$ cat src/rtl/pe_pkg.sv
package pe_pkg;
  typedef enum logic [1:0] {
    OP_FULL    = 2'd0,
    OP_SMALL   = 2'd1,
    OP_REBUILD = 2'd2,
    OP_RSVD    = 2'd3
  } op_t;

  // strobes from control to datapath
  typedef struct packed {
    logic load;      // capture operation code
    logic take;      // consume one word from every lane
    logic takeLast;  // the consumed word is the final one
    logic pop;       // result word accepted downstream
  } strobe_t;
endpackage

$ cat src/rtl/pe_ctrl.sv
module pe_ctrl
  import pe_pkg::*;
#(
  parameter int LEN_W = 16
) (
  input  logic             clk,
  input  logic             rstN,
  input  logic             cmdValid,
  input  op_t              cmdOp,
  input  logic [LEN_W-1:0] cmdLen,
  input  logic             inValid,
  input  logic             outValid,
  input  logic             outReady,
  input  logic             outLast,
  output strobe_t          strb,
  output logic             inReady,
  output logic             busy,
  output logic             done
);
  typedef enum logic [1:0] {S_IDLE, S_RUN, S_DRAIN, S_DONE} state_t;

  state_t           state;
  logic [LEN_W-1:0] remain;
  logic             accept;
  logic             slotFree;

  assign accept   = (state == S_IDLE) && cmdValid && (cmdOp != OP_RSVD) && (cmdLen != '0);
  assign slotFree = !outValid || outReady;
  assign inReady  = (state == S_RUN) && slotFree;

  always_comb begin
    strb          = '0;
    strb.load     = accept;
    strb.take     = inReady && inValid;
    strb.takeLast = strb.take && (remain == LEN_W'(1));
    strb.pop      = outValid && outReady;
  end

  always_ff @(posedge clk) begin
    if (!rstN) begin
      state  <= S_IDLE;
      remain <= '0;
    end else begin
      unique case (state)
        S_IDLE: if (accept) begin
          state  <= S_RUN;
          remain <= cmdLen;
        end
        S_RUN: if (strb.take) begin
          remain <= remain - LEN_W'(1);
          if (strb.takeLast) state <= S_DRAIN;
        end
        S_DRAIN: if (strb.pop && outLast) state <= S_DONE;
        S_DONE:  state <= S_IDLE;
        default: state <= S_IDLE;
      endcase
    end
  end

  assign busy = (state != S_IDLE);
  assign done = (state == S_DONE);
endmodule

$ cat src/rtl/pe_datapath.sv
module pe_datapath
  import pe_pkg::*;
#(
  parameter int N = 4,
  parameter int W = 32
) (
  input  logic         clk,
  input  logic         rstN,
  input  strobe_t      strb,
  input  op_t          cmdOp,
  input  logic [N*W-1:0] inData,
  output logic         outValid,
  output logic [W-1:0] outData,
  output logic         outLast
);
  localparam int SMALL_LANES = 3;  // new data, old data, old parity

  op_t          opReg;
  logic [N-1:0] laneUse;
  logic [W-1:0] acc;

  generate
    for (genvar i = 0; i < N; i++) begin : g_lane
      if (i < SMALL_LANES) begin : g_always
        assign laneUse[i] = 1'b1;
      end else begin : g_wide
        assign laneUse[i] = (opReg != OP_SMALL);
      end
    end
  endgenerate

  always_comb begin
    acc = '0;
    for (int i = 0; i < N; i++)
      if (laneUse[i]) acc = acc ^ inData[i*W +: W];
  end

  always_ff @(posedge clk) begin
    if (!rstN) begin
      opReg    <= OP_FULL;
      outValid <= 1'b0;
      outData  <= '0;
      outLast  <= 1'b0;
    end else begin
      if (strb.load) opReg <= cmdOp;
      if (strb.take) begin
        outValid <= 1'b1;
        outData  <= acc;
        outLast  <= strb.takeLast;
      end else if (strb.pop) begin
        outValid <= 1'b0;
        outLast  <= 1'b0;
      end
    end
  end
endmodule

$ cat src/rtl/pe_layout.sv
module pe_layout #(
  parameter int N        = 4,
  parameter int STRIPE_W = 16,
  parameter int MEM_W    = 3,
  parameter int IDX_W    = 2
) (
  input  logic [STRIPE_W-1:0] stripe,
  input  logic [IDX_W-1:0]    index,
  output logic [MEM_W-1:0]    parityMember,
  output logic [MEM_W-1:0]    dataMember
);
  localparam logic [STRIPE_W-1:0] MEMBERS = STRIPE_W'(N + 1);

  logic [STRIPE_W-1:0] rem;
  logic [MEM_W-1:0]    idxWide;

  assign rem          = stripe % MEMBERS;
  assign parityMember = MEM_W'(N) - MEM_W'(rem);
  assign idxWide      = MEM_W'(index);
  assign dataMember   = (idxWide < parityMember) ? idxWide : idxWide + MEM_W'(1);
endmodule

$ cat src/rtl/parity_engine.sv
module parity_engine
  import pe_pkg::*;
#(
  parameter int N        = 4,
  parameter int W        = 32,
  parameter int LEN_W    = 16,
  parameter int STRIPE_W = 16,
  parameter int MEM_W    = $clog2(N + 1),
  parameter int IDX_W    = $clog2(N)
) (
  input  logic                clk,
  input  logic                rstN,
  input  logic                cmdValid,
  input  logic [1:0]          cmdOp,
  input  logic [LEN_W-1:0]    cmdLen,
  output logic                busy,
  output logic                done,
  input  logic                inValid,
  output logic                inReady,
  input  logic [N*W-1:0]      inData,
  output logic                outValid,
  input  logic                outReady,
  output logic [W-1:0]        outData,
  output logic                outLast,
  input  logic [STRIPE_W-1:0] layoutStripe,
  input  logic [IDX_W-1:0]    layoutIndex,
  output logic [MEM_W-1:0]    parityMember,
  output logic [MEM_W-1:0]    dataMember
);
  strobe_t strb;
  op_t     opIn;

  assign opIn = op_t'(cmdOp);

  pe_ctrl #(.LEN_W(LEN_W)) ctrl (
    .clk(clk), .rstN(rstN), .cmdValid(cmdValid), .cmdOp(opIn), .cmdLen(cmdLen),
    .inValid(inValid), .outValid(outValid), .outReady(outReady), .outLast(outLast),
    .strb(strb), .inReady(inReady), .busy(busy), .done(done)
  );

  pe_datapath #(.N(N), .W(W)) dp (
    .clk(clk), .rstN(rstN), .strb(strb), .cmdOp(opIn), .inData(inData),
    .outValid(outValid), .outData(outData), .outLast(outLast)
  );

  pe_layout #(.N(N), .STRIPE_W(STRIPE_W), .MEM_W(MEM_W), .IDX_W(IDX_W)) layout (
    .stripe(layoutStripe), .index(layoutIndex),
    .parityMember(parityMember), .dataMember(dataMember)
  );
endmodule

$ cat config.mk
export PLATFORM = sky130hd
export DESIGN_NAME = parity_engine
export DESIGN_NICKNAME = d
export VERILOG_FILES = /design/src/rtl/pe_pkg.sv /design/src/rtl/pe_ctrl.sv /design/src/rtl/pe_datapath.sv /design/src/rtl/pe_layout.sv /design/src/rtl/parity_engine.sv
export SDC_FILE = /design/constraint.sdc
export NUM_CORES = 1
export LEC_CHECK = 0
export CAP_MARGIN = 30
export CELL_PAD_IN_SITES_DETAIL_PLACEMENT = 2
export CELL_PAD_IN_SITES_GLOBAL_PLACEMENT = 2
export CORE_MARGIN = 10
export CORE_UTILIZATION = 27
export DETAILED_ROUTE_END_ITERATION = 8
export PLACE_DENSITY = 0.9
export SLEW_MARGIN = 5
export SYNTH_ARGS = -nofsm -noshare
export SYNTH_HDL_FRONTEND = slang
export SYNTH_SLANG_ARGS = --single-unit
$ cat constraint.sdc
create_clock -name clk -period 31.2 [get_ports clk]
set_input_delay 4.68 -clock clk [delete_from_list [all_inputs] [get_ports clk]]
set_output_delay 4.68 -clock clk [all_outputs]
set_load 0.02 [all_outputs]
### After elaboration in Yosys (flattened, before gate mapping)

Cells that the tools add are included.
Widths: inputs -> output; s select.

* register bits after elaboration: 54
* input bits: 169
* output and inout port bits: 43
* logic and storage cells: 54

* add/sub/neg operators: 3
* div/mod/pow operators: 1
* order comparisons: 1
* equal/unequal tests: 10
* multiplexer cells: 13
* bitwise gates (word level): 3
* reduce and logical (&&, ||, !) cells: 17

Operators by type and width (number)
* $xor 32x32->32: 3
* $mux 16: 2
* $mux 32: 1
* $pmux 16 s2: 1
* $eq 16x1->1 const B: 1
* $mod 16x3->16 const B: 1
* $reduce_bool 16->1: 1
* $sub 16x1->16 const B: 1
* $ne 2x1->1 const B: 5
* $logic_and 1x1->1: 8
* $mux 2: 4
* $pmux 2 s4: 1
* $reduce_bool 2->1: 3
* $eq 2x2->1 const B: 2
* $reduce_and 4->1: 1
* $add 2x1->3 const B: 1
* $lt 2x3->1: 1
* $mux 1: 3
* $mux 3: 1
* $reduce_and 3->1: 1
* $sub 3x3->3 const A: 1
* $eq 2x1->1 const B: 1
* $logic_not 2->1: 1
* $ne 2x2->1 const B: 1
* 2 further kinds: 2

### Logic depth before layout (Yosys ltp)

Gate-level depths: netlist of the first run.

* word-level depth: 8
* gate-level depth with buffers: 36
* mapped depth without buffers: 31

### Cells and area by module

Synthesis of the first run repeated with hierarchy kept, for this count alone.

* cells, all modules: 713
* area, all modules: 5893.2 µm²

By module, submodules not included
* pe_datapath: instances 1, cells an instance 223, area an instance 2379.8 µm², sequential area each 720.7 µm²
* pe_layout: instances 1, cells an instance 301, area an instance 2094.5 µm², sequential area each 0.0 µm²
* pe_ctrl: instances 1, cells an instance 189, area an instance 1418.9 µm², sequential area each 360.3 µm²

### Worst setup path after synthesis of the first run

OpenSTA, ideal clock, no wires.

* path kind: input to output
* start point: input port layoutStripe[11]
* end point: output port dataMember[1]
* arrival: 11801 ps
* required time: 26520 ps
* path slack: 14719 ps
* stages: 33
* path buffers: 2
* cells stage by stage: buf_2 -> nand3b_1 -> o221a_1 -> or3_1 -> o2111ai_2 -> a31oi_4 -> nor3_2 -> mux2_2 -> a41oi_1 -> inv_1 -> o211ai_1 -> a21oi_1 -> or4_1 -> buf_4 -> o21ai_0 -> o31ai_1 -> ha_1 -> a21o_1 -> maj3_2 -> a2111oi_4 -> nor2_1 -> inv_1 -> ha_1 -> nand2b_1 -> a22oi_4 -> mux2i_1 -> xnor2_1 -> ha_1 -> or3_1 -> a221oi_1 -> nand3b_1 -> a311oi_4 -> mux2_1

* cells in the longest elaborated chain, start to end: 4

RTL lines
* start, declared: RTL line parity_engine.sv:25 `input logic [STRIPE_W-1:0] layoutStripe,`
* $mod 16x3->16: RTL line pe_layout.sv:17 `assign rem = stripe % MEMBERS;`
* $sub 3x3->3: RTL line pe_layout.sv:18 `assign parityMember = MEM_W'(N) - MEM_W'(rem);`
* $lt 2x3->1: RTL line pe_layout.sv:20 `assign dataMember = (idxWide < parityMember) ? idxWide : idxWide + MEM_W'(1);`
* $mux 3: RTL line pe_layout.sv:20
* end, declared: RTL line parity_engine.sv:28 `output logic [MEM_W-1:0] dataMember`

Every way passes these cells.

### Worst setup path after layout of the first run

* start point: input port layoutStripe[15]
* end point: output port dataMember[1]

Same word-level chain as after synthesis.

==> results of run 1 <==
## sequential cells by signal (all words and copies together) (netlist names)
register,flops
dp.outData,32
ctrl.remain,16
ctrl.state,2
dp.opReg,2
dp.outLast,1
dp.outValid,1
## cells in the mapped netlist, drive strengths merged (12+ instances only)
| cell type | number | area, sq um |
|---|---|---|
| a31oi | 21 | 146 |
| dfxtp | 54 | 1080 |
| nor3 | 18 | 105 |
| o211a | 34 | 340 |
| o221a | 13 | 146 |
| xor2 | 34 | 298 |
| buf | 17 | 93.8 |
| ha | 12 | 150 |
| nand3 | 15 | 75.1 |
| clkbuf | 30 | 113 |
| nor2 | 45 | 169 |
| nand2 | 93 | 349 |
| inv | 26 | 97.6 |
| xnor2 | 71 | 622 |
| a21oi | 26 | 130 |
| o21ai | 22 | 114 |
## logic make-up after synthesis
| family | count (synthesis) | share of synthesized area, % |
|---|---|---|
| AOI/OAI and AO/OA | 203 | 31.4 |
| xor gates and xnor gates | 105 | 16.6 |
| adders and majority gates | 13 | 2.91 |
| buffers and inverters | 76 | 5.68 |
| DFF | 54 | 19.5 |
| muxes | 10 | 2.07 |
| and+or+nand+nor | 247 | 21.9 |
## worst reg2reg max path: cells and delay by family (launching register included)
| kind | cells | cell delay (ns) |
|---|---|---|
| AOI/OAI and AO/OA | 1 | 0.19 |
| adders and majority gates | 1 | 0.15 |
| buffers and inverters | 3 | 0.90 |
| DFF | 1 | 0.34 |
| muxes | 1 | 0.15 |
| and+or+nand+nor | 6 | 1.16 |
## through the flow
stage | area, sq um | setup WS (ns) | utilization, % | total power [uW] | cells
after global routing | 8040 | 11.28 | 39.7 | 527 | 1155
final | 8050 | 12.13 | 39.8 | 486 | 1156
after floorplan | 5550 | 14.72 | - | 306 | 708
after global placement | 7810 | 12.65 | 38.6 | 399 | 1145
after CTS | 8020 | 12.11 | 39.6 | 485 | 1154
after detailed placement | 7840 | 12.11 | 38.8 | 414 | 1146
## cell type report
cell class	instances	area, sq um
inverters	29	109
diodes	1	2.50
clock inverters	3	48.8
clock buffers	5	125
repair buffers	216	2180
fillers	2256	12200
multi-input cells	578	4160
well taps	270	338
flip-flops and latches	54	1080
## power breakdown
group	internal, uW	leakage, uW	switching [uW]
sequential	87.4	0.000442	14.9
clock	38.6	0.0000820	29.7
combinational	143	0.00274	172
## worst max path at each step
| stage | end | slack, ns | depth (start not counted) |
|---|---|---|---|
| floorplan | dataMember[1] | 14.72 | 33 |
| global placement | dataMember[1] | 12.65 | 33 |
| detailed placement | dataMember[1] | 12.11 | 33 |
| CTS | dataMember[1] | 12.11 | 33 |
| global route | dataMember[1] | 11.28 | 33 |
| finish | dataMember[1] | 12.13 | 33 |
## per-layer routing
| layer | share of wire (%) | up-vias |
|---|---|---|
| met5 | 0 | - |
| li1 | - | 2937 |
| met3 | 8.4 | 10 |
| met4 | 0.78 | 0 |
| met2 | 51 | 159 |
| met1 | 40 | 2959 |
==> run_results.csv, run 1 <==
group,metric,value,unit
worst_hold_path,hp-start,"dp.outData[0]",
sta,finalSetupViolations,0,
critical_path,slowest_stage,"clkdlybuf4s50_1",
critical_path,critPathMaxStageDelay,1.05,ns
clocking,cts.htree.levels,2,
drt,post-route-drc-count,0,
clocking,clock_sinks,54,
drt,drtIter0Drc,285,
critical_path,cp_max_fo,22,
logic_synthesis,synthArstFlopShare,0,%
clocking,clk_pin_slew,0.07,ns
die,dieArea,26700,sq um
sta,finalHoldViolations,0,
logic_synthesis,ys_seq_elements,54,
critical_path,worst-setup-path-type,"in2out",
global_routing,antenna_found_initial,0,
placement,finalWeightedCongestion,0.833,
die,die_h,163,um
critical_path,path_delay_family,"compound AO/OA/AOI/OAI gates",
critical_path,reg2reg_setup_slack,28.22,ns
layout,nNetsFinal,1065,
sta,max_freq,52.4,MHz
critical_path,r2r-end,"ctrl.state[1]",
drt,finalWirelength,23400,um
global_routing,use_met3,6.62,%
critical_path,startpoint_type,"primary input",
drt,avgViaCountPerCell,5.25,
logic_synthesis,synthFlopType,"dfxtp_1",
sta,tightest_slew,0.889,ns
clocking,cts_hold_buf,0,
die,std_cell_rows,52,
outcome,status,"completed",
die,initial_utilization,27.4,%
drt,vias,6065,
sta,setup_tns,0,ns
sta,slew_headroom,40.6,%
clocking,ctsResizeCount,0,
sta,skew,0.0124,ns
sta,grt_setup_unrepaired,"false",
clocking,cts_root_buf,"clkbuf_16",
logic_synthesis,syn-mean-instance-area,7.84,sq um
logic_synthesis,yosysSeqAreaShare,19.5,%
layout,layout_common_cells,"210 x clkdlybuf4s50_1, 93 x nand2_1, 71 x xnor2_1, 54 x dfxtp_1, 45 x nor2_1",
critical_path,startpoint,"layoutStripe[15]",
drt,dr.pass1.iters,4,
placement,portBuffers,211,
clocking,insertion_delay,0.31,ns
die,dieWidth,163,um
logic_synthesis,synth_edf_count,0,
sta,period_share,61.1,%
critical_path,worstReg2RegStart,"ctrl.state[1]",
power,p_leak,0.00327,uW
placement,hpwlAfterDp,19200,um
global_routing,grt-busiest-layer,"met2",
logic_synthesis,syn-num-nets,889,
critical_path,crit_path_frequent_cell,"ha_1",
worst_hold_path,min_path_type,"reg2reg",
logic_synthesis,ys_types,88,
logic_synthesis,ys_warn_count,0,
power,power.density,60.3,nW/um^2
global_routing,grt_pass1_wl,37300,um
layout,mostFrequentLayoutCell,"clkdlybuf4s50_1",
clocking,cts_tree,"yes",
critical_path,endpoint_kind,"output pin",
die,io_pins,212,
global_routing,grt_max_degree,66,
critical_path,r2r_cells,12,
logic_synthesis,syn_inst,708,
clocking,post_cts_buffers,0,
global_routing,grt_pass1_vias,6857,
critical_path,worst-path-buf-inv,3,
worst_hold_path,worst_hold_path.num_cells,1,
layout,syn_to_final_growth,44.9,%
global_routing,gr-usage-all-layers,17.1,%
die,core_area,20200,sq um
drt,ant_nets,0,
critical_path,worstPathArrival,14.39,ns
global_routing,use_met1,18.7,%
sta,holdWs,0.502,ns
drt,routedWlPerCell,20.3,um
logic_synthesis,syn-cell-area,5550,sq um
layout,layout-drive-gt1-share,7.12,%
power,peakVddDrop,0.0252,mV
clocking,clk_path_buf_depth,2,
worst_hold_path,hold_end,"dp.outData[0]",
global_routing,grt_util_met2,30.8,%
global_routing,grt_overflow,0,
sta,fin_crit,19.07,ns
sta,drv_slew,0,
clocking,cts_made_buffers,5,
critical_path,crit_required,26.52,ns
run,cap_violations,0,
No activity file was read; power rests on OpenSTA's default activity.
==> run 2: changes to the inputs <==
--- a/config.mk
+++ b/config.mk
@@ -9,9 +9,9 @@
 export CELL_PAD_IN_SITES_DETAIL_PLACEMENT = 2
 export CELL_PAD_IN_SITES_GLOBAL_PLACEMENT = 2
 export CORE_MARGIN = 10
-export CORE_UTILIZATION = 27
+export CORE_UTILIZATION = 25
 export DETAILED_ROUTE_END_ITERATION = 8
-export PLACE_DENSITY = 0.9
+export PLACE_DENSITY = 0.84
 export SLEW_MARGIN = 5
 export SYNTH_ARGS = -nofsm -noshare
 export SYNTH_HDL_FRONTEND = slang
==> constraint.sdc (replaced) <==
create_clock -name clk -period 18.6 [get_ports clk]
set_input_delay 2.79 -clock clk [delete_from_list [all_inputs] [get_ports clk]]
set_output_delay 2.79 -clock clk [all_outputs]
set_load 0.02 [all_outputs]
==> run 2 against run 1 <==
  * First-iteration DRC count shrank 28%
  * Sequential power grew 68%
  * Flip-flop and latch count is the same
  * Routed wire length grew 0.50%
  * Setup slack lost 8.8 ns
  * Via count is essentially flat
  * Clock power grew 40%
  * Sequential share of layout area grew 0.071 points
  * Combinational power grew 65%
  * Worst hold slack gained 0.00091 ns
  * Global-route usage shrank 1.2 points
==> run_results.csv, run 2 (same netlist as run 1, synthesis figures left out) <==
group,metric,value,unit
layout,top_regs,"dp.outData (32), ctrl.remain (16)",
clocking,cts_made_buffers,5,
global_routing,grt_pass1_wl,37200,um
sta,finalSetupViolations,0,
layout,multi_input_area,4160,sq um
critical_path,critPathMaxStageDelay,1.05,ns
layout,syn_to_final_growth,44.2,%
sta,setup_tns,0,ns
clocking,clk_pin_slew,0.08,ns
drt,finalWirelength,23500,um
die,dieArea,28600,sq um
drt,post-route-drc-count,0,
global_routing,grt_pass1_vias,6849,
global_routing,gr-usage-all-layers,15.8,%
drt,vias,6068,
worst_hold_path,min_path_type,"reg2reg",
layout,stdcell_area,8000,sq um
clocking,cts_root_buf,"clkbuf_16",
clocking,cts_tree,"yes",
drt,avgViaCountPerCell,5.20,
placement,portBuffers,211,
critical_path,crit_path_frequent_cell,"ha_1",
global_routing,grt_max_degree,65,
run,cap_violations,0,
sta,fin_crit,15.23,ns
layout,regMostFlops,"dp.outData",
critical_path,startpoint_type,"primary input",
critical_path,slowest_stage,"clkdlybuf4s50_1",
drt,ant_nets,0,
clocking,post_cts_buffers,0,
global_routing,grt_overflow,0,
clocking,cts.htree.levels,2,
outcome,status,"completed",
global_routing,antenna_found_initial,4,
sta,grt_setup_unrepaired,"false",
die,initial_utilization,25.4,%
sta,period_share,81.9,%
placement,post_dp_cell_area,7850,sq um
critical_path,worst-setup-path-type,"in2out",
sta,drv_slew,0,
clocking,insertion_delay,0.30,ns
critical_path,worstPathArrival,12.44,ns
sta,finalHoldViolations,0,
die,core_area,21800,sq um
sta,slew_headroom,33.9,%
layout,seqCellArea,1080,sq um
critical_path,endpoint_kind,"output pin",
clocking,ctsResizeCount,0,
sta,max_freq,65.6,MHz
power,p_leak,0.00324,uW
drt,dr.pass1.iters,4,
sta,skew,0.00725,ns
power,peakVddDrop,0.0398,mV
layout,largest_register_ffs,32,
critical_path,cp_max_fo,24,
clocking,clk_path_buf_depth,2,
power,power.density,98.2,nW/um^2
placement,hpwlAfterDp,19300,um
die,die_h,169,um
clocking,cts_hold_buf,0,
sta,tightest_slew,0.989,ns
layout,mostFrequentLayoutCell,"clkdlybuf4s50_1",
placement,pre_cts_ws,3.27,ns
layout,nNetsFinal,1064,
drt,drtIter0Drc,206,
layout,layout_common_cells,"210 x clkdlybuf4s50_1, 93 x nand2_1, 71 x xnor2_1, 54 x dfxtp_1, 45 x nor2_1",
critical_path,crit_required,15.81,ns
layout,layout-drive-gt1-share,6.91,%
die,io_pins,212,
sta,worst_slack,3.37,ns
drt,routedWlPerCell,20.2,um
placement,finalWeightedCongestion,0.848,
die,std_cell_rows,54,
clocking,clock_sinks,54,
layout,nFillCells,2458,
die,dieWidth,169,um
==> run 2: cell count changes in the layout (fill, tap and decap cells not counted), sizes merged <==
| cell | change |
|---|---|
| bufinv | -1 |
| buf | -1 |
| diode | +3 |
| clkinv | +1 |
| clkinvlp | -1 |
==> run 2: where the power goes <==
group / internal [uW] / total (uW) / switching [uW] / leakage (uW)
logic: 232 / 519 / 287 / 0.00273
registers: 147 / 171 / 24.6 / 0.000442
clock network: 49.6 / 95.7 / 46.1 / 0.0000701
total: 428 / 786 / 358 / 0.00324
==> run 2: through the flow <==
stage | utilization [%] | std cells | total power, uW | hold slack, ns
global route | 36.6 | 1165 | 852 | 0.522
global placement | 35.9 | 1155 | 673 | 0.478
detailed placement | 36.0 | 1156 | 696 | 0.490
finish | 36.7 | 1167 | 786 | 0.503
floorplan | - | 708 | 513 | 0.477
CTS | 36.6 | 1163 | 797 | 0.508
==> run 2: worst paths after layout <==
check,end,start,depth (start not counted),slack (ns)
worst max-delay path,dataMember[1],layoutStripe[14],32,3.37
worst min register to register,dp.outData[24],dp.outData[24],1,0.50
worst min-delay path,dp.outData[24],dp.outData[24],1,0.50
worst max register to register,ctrl.state[1],ctrl.remain[7],9,15.86
==> run 2: per-layer routing <==
| layer | vias to the layer above | part of all wire [%] | track usage [%] | wire (um) |
|---|---|---|---|---|
| li1 | 2940 | - | - | - |
| met1 | 2951 | 39 | 17.0 | 9270 |
| met2 | 161 | 51 | 28.9 | 12000 |
| met3 | 16 | 8.0 | 5.84 | 1880 |
| met4 | 0 | 1.7 | 3.34 | 393 |
| met5 | - | 0 | 0 | 0 |
==> run 2: critical path: cells and delay by family <==
family | cells | cell delay [ns]
XOR/XNOR | 2 | 0.37
adder cells (fa/ha/maj) | 4 | 0.99
buffers and inverters | 4 | 1.90
AO/OA/AOI/OAI | 14 | 4.01
AND/OR/NAND/NOR | 6 | 1.71
multiplexers | 2 | 0.62
==> run 2: cell type report <==
cell class / count / share of cell area (%)
clock inverter: 2 / 0.172
inverter: 29 / 1.36
antenna: 4 / 0.125
sequential: 54 / 13.5
timing repair buffer: 215 / 27.0
clock buffer: 5 / 1.56
multi-input combinational: 578 / 51.9
tap: 280 / 4.38
==> run 3: changes to the inputs <==
--- a/config.mk
+++ b/config.mk
@@ -9,9 +9,9 @@
 export CELL_PAD_IN_SITES_DETAIL_PLACEMENT = 2
 export CELL_PAD_IN_SITES_GLOBAL_PLACEMENT = 2
 export CORE_MARGIN = 10
-export CORE_UTILIZATION = 25
+export CORE_UTILIZATION = 22
 export DETAILED_ROUTE_END_ITERATION = 8
-export PLACE_DENSITY = 0.84
+export PLACE_DENSITY = 0.78
 export SLEW_MARGIN = 5
 export SYNTH_ARGS = -nofsm -noshare
 export SYNTH_HDL_FRONTEND = slang
==> constraint.sdc (replaced) <==
create_clock -name clk -period 12.3 [get_ports clk]
set_input_delay 1.845 -clock clk [delete_from_list [all_inputs] [get_ports clk]]
set_output_delay 1.845 -clock clk [all_outputs]
set_load 0.02 [all_outputs]
==> run 3 against run 2 <==
  * First-iteration DRC count up 29%
  * Cell count grew 6.2%
  * Non-clock buffer count grew 25
  * Global-route usage is 2.1 points lower
  * Sequential share of layout area decreased by 0.58 points
  * Setup slack worse by 2.8 ns
  * Utilization is 3.3 points lower
  * Sequential power rose by 51%
  * Routed wire length decreased by 3.5%
  * Flip-flop and latch count is the same
  * Power increased by 55%
==> run_results.csv, run 3 (same netlist as run 1, synthesis figures left out) <==
group,metric,value,unit
outcome,status,"completed",
clocking,cts_root_buf,"clkbuf_16",
critical_path,startpoint,"layoutStripe[15]",
drt,drtIter0Drc,266,
sta,slew_headroom,38.6,%
placement,hpwlAfterDp,18600,um
critical_path,worstPathArrival,9.90,ns
die,initial_utilization,22.2,%
worst_hold_path,hp-start,"dp.outData[22]",
sta,finalSetupViolations,0,
worst_hold_path,hold_end,"dp.outData[22]",
global_routing,grt_max_degree,66,
clocking,clock_sinks,54,
drt,ant_nets,0,
placement,pre_cts_ws,-0.108,ns
sta,period_share,95.5,%
critical_path,r2r-end,"ctrl.state[1]",
drt,finalWirelength,22700,um
drt,post-route-drc-count,0,
clocking,cts_tree,"yes",
drt,vias,6130,
drt,dr.pass1.iters,4,
layout,regMostFlops,"dp.outData",
die,std_cell_rows,58,
clocking,cts.htree.levels,2,
drt,avgViaCountPerCell,4.95,
global_routing,gr-usage-all-layers,13.7,%
layout,largest_register_ffs,32,
layout,nNetsFinal,1089,
critical_path,worst-setup-path-type,"in2out",
layout,nFillCells,2885,
layout,layout-drive-gt1-share,11.0,%
sta,skew,0.00752,ns
sta,finalHoldViolations,0,
sta,grt_setup_unrepaired,"false",
placement,dp_cells,1228,
sta,max_freq,85.1,MHz
critical_path,cp_max_fo,22,
layout,stdcell_count,1239,
clocking,clk_pin_slew,0.07,ns
die,core_area,25000,sq um
global_routing,antenna_found_initial,0,
placement,finalWeightedCongestion,0.811,
critical_path,crit_required,10.45,ns
critical_path,slowest_stage,"or4b_4",
clocking,clk_path_buf_depth,2,
power,p_leak,0.00344,uW
layout,layout_common_cells,"203 x clkdlybuf4s50_1, 93 x nand2_1, 71 x xnor2_1, 54 x dfxtp_1, 45 x nor2_1",
sta,drv_slew,0,
die,io_pins,212,
critical_path,critPathMaxStageDelay,0.54,ns
clocking,cts_hold_buf,0,
sta,holdWs,0.502,ns
critical_path,startpoint_type,"primary input",
global_routing,grt_pass1_wl,35700,um
die,dieWidth,179,um
die,dieArea,32000,sq um
layout,top_regs,"dp.outData (32), ctrl.remain (16)",
sta,setup_tns,0,ns
power,peakVddDrop,0.0963,mV
layout,postLayoutCoreUtil,33.4,%
worst_hold_path,worst_hold_path.num_cells,1,
layout,syn_to_final_growth,50.6,%
placement,portBuffers,211,
critical_path,worstReg2RegStart,"ctrl.state[1]",
drt,routedWlPerCell,18.3,um
layout,mostFrequentLayoutCell,"clkdlybuf4s50_1",
clocking,insertion_delay,0.31,ns
power,power.density,146,nW/um^2
critical_path,path_depth,34,
clocking,cts_made_buffers,5,
sta,tightest_slew,0.918,ns
critical_path,endpoint_kind,"output pin",
sta,worst_slack,0.552,ns
worst_hold_path,min_path_type,"reg2reg",
critical_path,worst-path-buf-inv,4,
layout,diodes,0,
die,die_h,179,um
run,cap_violations,0,
critical_path,path_delay_family,"compound AO/OA/AOI/OAI gates",
critical_path,reg2reg_setup_slack,9.30,ns
critical_path,r2r_cells,12,
sta,fin_crit,11.75,ns
global_routing,grt_overflow,0,
global_routing,grt_pass1_vias,6741,
run 3: changes by cell type in the layout (fill, tap and decap cells not counted), sizes merged, moves of 4 or more:
cell,delta
dlymetal6s2s,+6
buf,+25
clkdlybuf4s50,-7
diode,-4
run 3: routing by layer:
metal | share of wire [%] | vias to the layer above | global-route usage [%]
met5 | 0 | - | 0
met4 | 1.3 | 0 | 3.03
met3 | 9.0 | 18 | 5.86
met2 | 49 | 172 | 23.8
met1 | 41 | 2948 | 15.2
li1 | - | 2992 | -
run 3: power by group:
group,internal (uW),switching (uW),leakage [uW]
combinational,369,435,0.00293
clock,82.1,73.2,0.0000770
sequential,222,36.6,0.000442
run 3: worst max-delay path by stage:
| stage | end | slack, ns |
|---|---|---|
| 4_1_cts | dataMember[1] | 0.0002 |
| 6_report | dataMember[1] | 0.55 |
| 5_1_grt | dataMember[1] | 0.007 |
| 3_5_place_dp | dataMember[1] | -0.11 |
| 3_3_place_gp | dataMember[1] | 0.17 |
| 2_1_floorplan | dataMember[1] | 1.49 |
run 3: what timing repair did:
action                     in CTS  in global routing
setup endpoints to repair       3                  3
buffers inserted                0                  3
resized for setup               7                 18
pin swaps                       1                  6
run 3: per-stage QoR:
step / power (uW) / cell area (sq um)
after global placement: 1030 / 8070
after CTS: 1230 / 8260
after floorplan: 776 / 5550
final: 1220 / 8360
after detailed placement: 1060 / 8070
after global routing: 1320 / 8360
run 3: layout make-up:
cell class	instances	area, sq um	area share [%]
clock buffer	6	139	1.66
sequential	54	1080	12.9
multi-input combinational	578	4250	50.9
timing repair buffer	240	2350	28.1
inverter	29	109	1.30
tap	330	413	4.94
clock inverter	2	17.5	0.209
